File: src/rtl/bts_pkg.sv
// Package: shared state encoding and loop-step layout for the bus toggle
// stress tester. A loop is 16 steps; the step number decodes directly into
// the address pair, the data polarity, the access kind and the address slot.
package bts_pkg;

    localparam int STEP_W         = 4;
    localparam int STEPS_PER_LOOP = 1 << STEP_W;

    typedef enum logic [1:0] {
        ST_IDLE  = 2'd0,
        ST_RUN   = 2'd1,
        ST_DRAIN = 2'd2
    } bts_state_e;

    // Step bit 0 selects the second address of the pair.
    function automatic logic step_second(input logic [STEP_W-1:0] s);
        return s[0];
    endfunction

    // Step bit 1 marks the read half of a phase.
    function automatic logic step_is_read(input logic [STEP_W-1:0] s);
        return s[1];
    endfunction

    // Step bit 2 selects the all-zeros data word.
    function automatic logic step_zero_data(input logic [STEP_W-1:0] s);
        return s[2];
    endfunction

    // Step bit 3 selects the byte-rollover address pair.
    function automatic logic step_boundary(input logic [STEP_W-1:0] s);
        return s[3];
    endfunction

endpackage

File: src/rtl/bts_pattern_gen.sv
// Module: bts_pattern_gen
// Turns a loop step into the address, the data word and the access kind.
// Purely combinational. Assumes AW >= 2 so that the rollover pair is distinct
// from the full-swing pair; the rollover point is the middle of the address.
module bts_pattern_gen
    import bts_pkg::*;
#(
    parameter int AW = 16,
    parameter int DW = 16
) (
    input  logic [STEP_W-1:0] step,
    output logic [AW-1:0]     addr,
    output logic [DW-1:0]     wdata,
    output logic              is_read
);
    localparam int            HALF     = AW / 2;
    localparam logic [AW-1:0] SWING_A  = '0;
    localparam logic [AW-1:0] SWING_B  = '1;
    localparam logic [AW-1:0] ROLL_B   = AW'(1) << HALF;
    localparam logic [AW-1:0] ROLL_A   = ROLL_B - AW'(1);

    logic [AW-1:0] pair_first;
    logic [AW-1:0] pair_second;

    // Pick the address pair for this phase.
    always_comb begin
        if (step_boundary(step)) begin
            pair_first  = ROLL_A;
            pair_second = ROLL_B;
        end else begin
            pair_first  = SWING_A;
            pair_second = SWING_B;
        end
    end

    // Select the slot, the data polarity and the access kind.
    always_comb begin
        addr    = step_second(step) ? pair_second : pair_first;
        wdata   = step_zero_data(step) ? '0 : '1;
        is_read = step_is_read(step);
    end

endmodule

File: src/rtl/bts_sequencer.sv
// Module: bts_sequencer
// Run control: accepts a start in idle, steps through the loop one access
// per cycle, counts completed loops and ends the run on count, halt or a
// stop request. A counted or halted run passes through one drain cycle so
// that the last read can still be checked. Synchronous active-low reset.
module bts_sequencer
    import bts_pkg::*;
#(
    parameter int CW = 16
) (
    input  logic              clk,
    input  logic              rst_n,
    input  logic              start,
    input  logic [CW-1:0]     iterations,
    input  logic              halt,
    input  logic              stop_req,
    output logic              issue,
    output logic              accept,
    output logic [STEP_W-1:0] step,
    output logic [CW-1:0]     loops_done,
    output logic              busy,
    output logic              done
);
    localparam logic [STEP_W-1:0] LAST_STEP = STEP_W'(STEPS_PER_LOOP - 1);

    bts_state_e        state_q;
    logic [STEP_W-1:0] step_q;
    logic [CW-1:0]     loops_q;
    logic [CW-1:0]     target_q;
    logic              done_q;
    logic              loop_end;
    logic              last_loop;

    // Decode loop-end conditions from the step and the loop target.
    always_comb begin
        loop_end  = (step_q == LAST_STEP);
        last_loop = (target_q != '0) && (loops_q == target_q - CW'(1));
        issue     = (state_q == ST_RUN);
        accept    = (state_q == ST_IDLE) && start;
    end

    // Main run state, step counter, loop counter and done flag.
    always_ff @(posedge clk) begin
        if (!rst_n) begin
            state_q  <= ST_IDLE;
            step_q   <= '0;
            loops_q  <= '0;
            target_q <= '0;
            done_q   <= 1'b0;
        end else begin
            case (state_q)
                ST_IDLE: begin
                    if (start) begin
                        state_q  <= ST_RUN;
                        step_q   <= '0;
                        loops_q  <= '0;
                        target_q <= iterations;
                        done_q   <= 1'b0;
                    end
                end
                ST_RUN: begin
                    if (stop_req) begin
                        state_q <= ST_IDLE;
                        done_q  <= 1'b1;
                    end else begin
                        step_q <= step_q + STEP_W'(1);
                        if (loop_end) begin
                            loops_q <= loops_q + CW'(1);
                        end
                        if (halt || (loop_end && last_loop)) begin
                            state_q <= ST_DRAIN;
                        end
                    end
                end
                ST_DRAIN: begin
                    state_q <= ST_IDLE;
                    done_q  <= 1'b1;
                end
                default: begin
                    state_q <= ST_IDLE;
                end
            endcase
        end
    end

    assign step       = step_q;
    assign loops_done = loops_q;
    assign busy       = (state_q != ST_IDLE);
    assign done       = done_q;

endmodule

File: src/rtl/bts_read_check.sv
// Module: bts_read_check
// Holds the expectation of the read issued last cycle and compares it with
// the memory's read data, which is assumed to arrive exactly one cycle after
// the read. Records only the first mismatch of a run. Synchronous active-low
// reset; a new run clears the record.
module bts_read_check #(
    parameter int AW = 16,
    parameter int DW = 16
) (
    input  logic          clk,
    input  logic          rst_n,
    input  logic          clear,
    input  logic          rd_issue,
    input  logic [AW-1:0] rd_addr,
    input  logic [DW-1:0] rd_exp,
    input  logic [DW-1:0] mem_rdata,
    output logic          mismatch,
    output logic          fail,
    output logic [AW-1:0] fail_addr,
    output logic [DW-1:0] fail_exp,
    output logic [DW-1:0] fail_got
);
    logic          pend_valid;
    logic [AW-1:0] pend_addr;
    logic [DW-1:0] pend_exp;

    // Compare returning data with the pending expectation.
    always_comb begin
        mismatch = pend_valid && (mem_rdata != pend_exp);
    end

    // Pipeline register carrying the outstanding read's expectation.
    always_ff @(posedge clk) begin
        if (!rst_n || clear) begin
            pend_valid <= 1'b0;
            pend_addr  <= '0;
            pend_exp   <= '0;
        end else begin
            pend_valid <= rd_issue;
            pend_addr  <= rd_addr;
            pend_exp   <= rd_exp;
        end
    end

    // First-failure record with a sticky flag.
    always_ff @(posedge clk) begin
        if (!rst_n || clear) begin
            fail      <= 1'b0;
            fail_addr <= '0;
            fail_exp  <= '0;
            fail_got  <= '0;
        end else if (mismatch && !fail) begin
            fail      <= 1'b1;
            fail_addr <= pend_addr;
            fail_exp  <= pend_exp;
            fail_got  <= mem_rdata;
        end
    end

endmodule

File: src/rtl/bus_toggle_stress.sv
// Module: bus_toggle_stress
// Top of the bus toggle stress tester. Drives a synchronous memory port with
// back-to-back accesses that swing every address and data line, plus accesses
// across the half-address rollover, and checks the read-back. Assumes a fixed
// one-cycle read latency and that the memory accepts one access per cycle.
// Synchronous active-low reset.
module bus_toggle_stress
    import bts_pkg::*;
#(
    parameter int AW = 16,
    parameter int DW = 16,
    parameter int CW = 16
) (
    input  logic          clk,
    input  logic          rst_n,
    input  logic          start,
    input  logic [CW-1:0] iterations,
    input  logic          stop_on_err,
    input  logic          halt,
    output logic [AW-1:0] mem_addr,
    output logic [DW-1:0] mem_wdata,
    output logic          mem_we,
    output logic          mem_re,
    input  logic [DW-1:0] mem_rdata,
    output logic          busy,
    output logic          done,
    output logic          fail,
    output logic [AW-1:0] fail_addr,
    output logic [DW-1:0] fail_exp,
    output logic [DW-1:0] fail_got,
    output logic [CW-1:0] loops_done
);
    logic              issue;
    logic              accept;
    logic [STEP_W-1:0] step;
    logic [AW-1:0]     pat_addr;
    logic [DW-1:0]     pat_data;
    logic              pat_read;
    logic              mismatch;
    logic              stop_req;

    bts_sequencer #(.CW(CW)) u_seq (
        .clk        (clk),
        .rst_n      (rst_n),
        .start      (start),
        .iterations (iterations),
        .halt       (halt),
        .stop_req   (stop_req),
        .issue      (issue),
        .accept     (accept),
        .step       (step),
        .loops_done (loops_done),
        .busy       (busy),
        .done       (done)
    );

    bts_pattern_gen #(.AW(AW), .DW(DW)) u_pat (
        .step    (step),
        .addr    (pat_addr),
        .wdata   (pat_data),
        .is_read (pat_read)
    );

    bts_read_check #(.AW(AW), .DW(DW)) u_chk_path (
        .clk       (clk),
        .rst_n     (rst_n),
        .clear     (accept),
        .rd_issue  (issue && pat_read),
        .rd_addr   (pat_addr),
        .rd_exp    (pat_data),
        .mem_rdata (mem_rdata),
        .mismatch  (mismatch),
        .fail      (fail),
        .fail_addr (fail_addr),
        .fail_exp  (fail_exp),
        .fail_got  (fail_got)
    );

    // Stop request goes to the sequencer when the stop option is set.
    always_comb begin
        stop_req = mismatch && stop_on_err;
    end

    // Drive the memory port only while a run is issuing.
    always_comb begin
        mem_we    = issue && !pat_read;
        mem_re    = issue && pat_read;
        mem_addr  = issue ? pat_addr : '0;
        mem_wdata = (issue && !pat_read) ? pat_data : '0;
    end

endmodule

File: config.mk
export PLATFORM = sky130hd
export DESIGN_NAME = bus_toggle_stress
export DESIGN_NICKNAME = d
export VERILOG_FILES = /design/src/rtl/bts_pkg.sv /design/src/rtl/bts_pattern_gen.sv /design/src/rtl/bts_sequencer.sv /design/src/rtl/bts_read_check.sv /design/src/rtl/bus_toggle_stress.sv
export SDC_FILE = /design/constraint.sdc
export NUM_CORES = 1
export LEC_CHECK = 0
export BUFFER_PORTS_ARGS = -buffer_cell sky130_fd_sc_hd__buf_2
export CORE_MARGIN = 2
export CORE_UTILIZATION = 25
export DETAILED_ROUTE_END_ITERATION = 12
export GPL_TIMING_DRIVEN = 0
export PLACE_DENSITY = 0.57
export SYNTH_ARGS = -nofsm -noshare
export SYNTH_HDL_FRONTEND = slang
export SYNTH_SLANG_ARGS = --single-unit
File: constraint.sdc
create_clock -name clk -period 2.9 [get_ports clk]
set_input_delay 0.29 -clock clk [delete_from_list [all_inputs] [get_ports clk]]
set_output_delay 0.29 -clock clk [all_outputs]
set_load 0.05 [all_outputs]
==> out/metrics.yaml <==
finish:
  antenna-diode-count: 0
  syn2layout_area_growth_pct: 34.3
  share_of_layout_cells_above_drive_strength_1: 0.360
  finalNetCount: 685
synth:
  syn-cell-area_um2: 3830
  number_of_enable_flip_flop_cells_after_synthesis: 0
  synth.ff_latch_count: 65
  ys.warnings.count: 0
  synth_largest_area_cell: "dfxtp_1"
  synthesis.nets: 537
  seq_area_frac_synth: 0.340
  synth_area_leaders: "dfxtp_1 (34%), buf_4 (11%), nand2_1 (9.2%), a21oi_1 (6.4%), xor2_1 (4.1%)"
  postSynth.asyncResetShare: 0
  post-synth-top-count-cell: "nand2_1"
  yosysUniqueCellTypes: 55
  synthCells: 492
  synth-main-ff-cell: "dfxtp_1"
  synthDominantCellAreaShare: 0.340
  synth_common_cells: "nand2_1 (94), dfxtp_1 (65), buf_4 (56)"
  avgSynthCellArea_um2: 7.78
detailed_routing:
  drcViolationCount: 0
  route.antenna.remaining_nets: 0
  totalWireLength_mm: 10.8
  dr.pass1.iters: 4
  via_per_inst: 4.40
  detailroute.via_count: 3664
  dr.first_iter.drc_count: 136
  wire_per_inst_um: 12.9
floorplanning:
  design.portCount: 138
  die_area_um2: 16300
  start_util: 0.254
  placementRows: 45
  die-width_um: 128
  die_height_um: 128
  core-area_um2: 15100
status:
  outcome: "complete, no violations"
grt:
  number_of_global_route_vias_before_repair: 3339
  grt_use_total: 0.130
  grt_antenna_before_repair: 0
  grt_first_pass_wirelength_mm: 16.9
  overflow: 0
  grt_start_max_net_pins: 18
timing:
  report.final.setup_viol: 0
  setup_repair_after_global_routing_missed_its_margin: "no"
  tightest_slew_ns: 0.696
  slew_violations: 0
  slew-limit-headroom: 0.533
  finalHoldViolCount: 0
  share_of_the_clock_period_used_by_the_worst_path: 0.958
  finalCriticalPeriod_ns: 2.78
  finalClockSkew_ns: 0.00792
  max_freq_mhz: 360
  fin_hold_ws_ns: 0.195
setup_path:
  critPathMaxFanout: 6
  setup.worst_path.class: "flip-flop to flip-flop"
  worst-endpoint-required_ns: 3.11
  worst-endpoint-arrival_ns: 2.99
  worstSetupEndpointType: "flip-flop"
  crit_start_category: "flip-flop"
clocking:
  cts_buffers: 9
  cts_sinks: 65
  htree_levels: 3
  clk_transition_reported_paths_ns: 0.05
  cts_tree: "done"
  cts_root_buffer: "clkbuf_16"
  post_cts_hold_fix_bufs: 0
  clock_path_buffers: 2
  clock_latency_ns: 0.33
power:
  leakage_nw: 2.38
  totalPowerFinal_mw: 2.69
  ir_worst_vdd_uv: 218
  power_per_cell_area_nw_per_um2: 522
place:
  finalWeightedCongestion: 0.820
  dp.final_hpwl_mm: 8.39
  portBuffers: 137
min_path:
  timing.hold.worst.class: "input pin to flip-flop"
job:
  drv_cap: 0
-- cell families (layout without fill, tap and decap cells) --
| family | count (synthesis) | in the layout | share of synthesized area |
|---|---|---|---|
| AND/OR/NAND/NOR | 210 | 210 | 0.264 |
| buffers and inverters | 89 | 242 | 0.146 |
| AO/OA/AOI/OAI | 88 | 88 | 0.150 |
| flip-flops | 65 | 65 | 0.340 |
| XOR/XNOR | 30 | 30 | 0.0686 |
| adder cells (fa/ha/maj) | 8 | 8 | 0.0261 |
| multiplexers | 2 | 2 | 0.00556 |
-- layout make-up --
| cell class | count | area, um2 |
|---|---|---|
| plain buffers | 75 | 507 |
| clock buffers | 14 | 274 |
| clock inverters | 2 | 35.0 |
| fillers | 1620 | 9950 |
| inverters | 13 | 48.8 |
| multi-input cells | 338 | 2030 |
| flip-flops and latches | 65 | 1300 |
| well taps | 188 | 235 |
| repair buffers | 138 | 706 |
-- repair_timing --
item / in CTS / in global routing
gates resized for setup: 5 / 8
endpoints found under the setup margin: 18 / 28
pin swaps: 0 / 3
buffers inserted: 0 / 1
-- cells in the final DEF, fill, tap and decap left out, types with 3 or more instances in the layout --
cell type	count
buf_2	137
nand2_1	94
dfxtp_1	64
buf_4	56
a21oi_1	49
nor2_1	31
clkbuf_1	18
xor2_1	18
nand3_1	16
inv_1	13
xnor2_1	12
or3_1	10
and3_1	9
clkbuf_16	9
nand4_1	8
ha_1	7
nor3_1	5
o31ai_1	5
and2_1	4
or4_1	4
o21ai_1	4
o21ai_0	4
o211ai_1	4
nor4_2	3
nor2b_1	3
nand3b_1	3
a2111oi_2	3
clkbuf_8	3
-- registers in the layout, indices dropped and copies added (netlist names) --
register	flops
u_chk_path.pend_addr	3
u_chk_path.fail	1
u_seq.step	4
u_chk_path.fail_got	16
u_chk_path.pend_valid	1
u_chk_path.pend_exp	1
u_chk_path.fail_addr	3
u_seq.loops_done	16
u_seq.state_q	2
u_seq.done	1
u_chk_path.fail_exp	1
u_seq.target_q	16
-- final timing paths --
| check | end | start | slack, ns | cells past startpoint |
|---|---|---|---|---|
| worst max-delay path | u_seq.state_q[0] | u_seq.target_q[7] | 0.12 | 8 |
| worst min-delay path | u_seq.target_q[13] | iterations[13] | 0.20 | 3 |
| worst max register to register | u_seq.state_q[0] | u_seq.target_q[7] | 0.12 | 8 |
| worst min register to register | u_chk_path.fail_addr[14] | u_chk_path.pend_addr[14] | 0.44 | 2 |
-- metal layers --
layer,track usage,share of wire,up-vias
met4,0.0517,0.013,0
met3,0.0280,0.040,8
met1,0.179,0.51,1639
met5,0,0,-
met2,0.199,0.44,88
li1,-,-,1929
-- per-stage QoR --
step	area, um2	instances	setup slack, ns	utilization	setup TNS [ns]
after floorplan	3830	492	0.232	-	0
after global placement	4750	817	-0.0685	0.315	-0.0685
after detailed placement	4750	817	-0.107	0.315	-0.107
after CTS	5090	833	0.0318	0.337	0
after global routing	5140	833	0.0183	0.341	0
final	5140	833	0.123	0.341	0
-- worst max-delay path, stage by stage, from the launching register on --
cell and delay (ns):
dfxtp_1 0.39, or4_4 0.57, or3_1 0.33, buf_6 0.15, a2111oi_2 0.25, nor3_2 0.09, or4_1 0.59, o211ai_2 0.20
a2111oi_2 0.08
-- where the power goes --
part           leakage, nW  internal, mW  switching [mW]
clock                0.153         0.734           0.365
sequential           0.527         0.921          0.0357
combinational         1.70         0.226           0.405
total                 2.38          1.88           0.806
(Power assumes the default switching activity.)
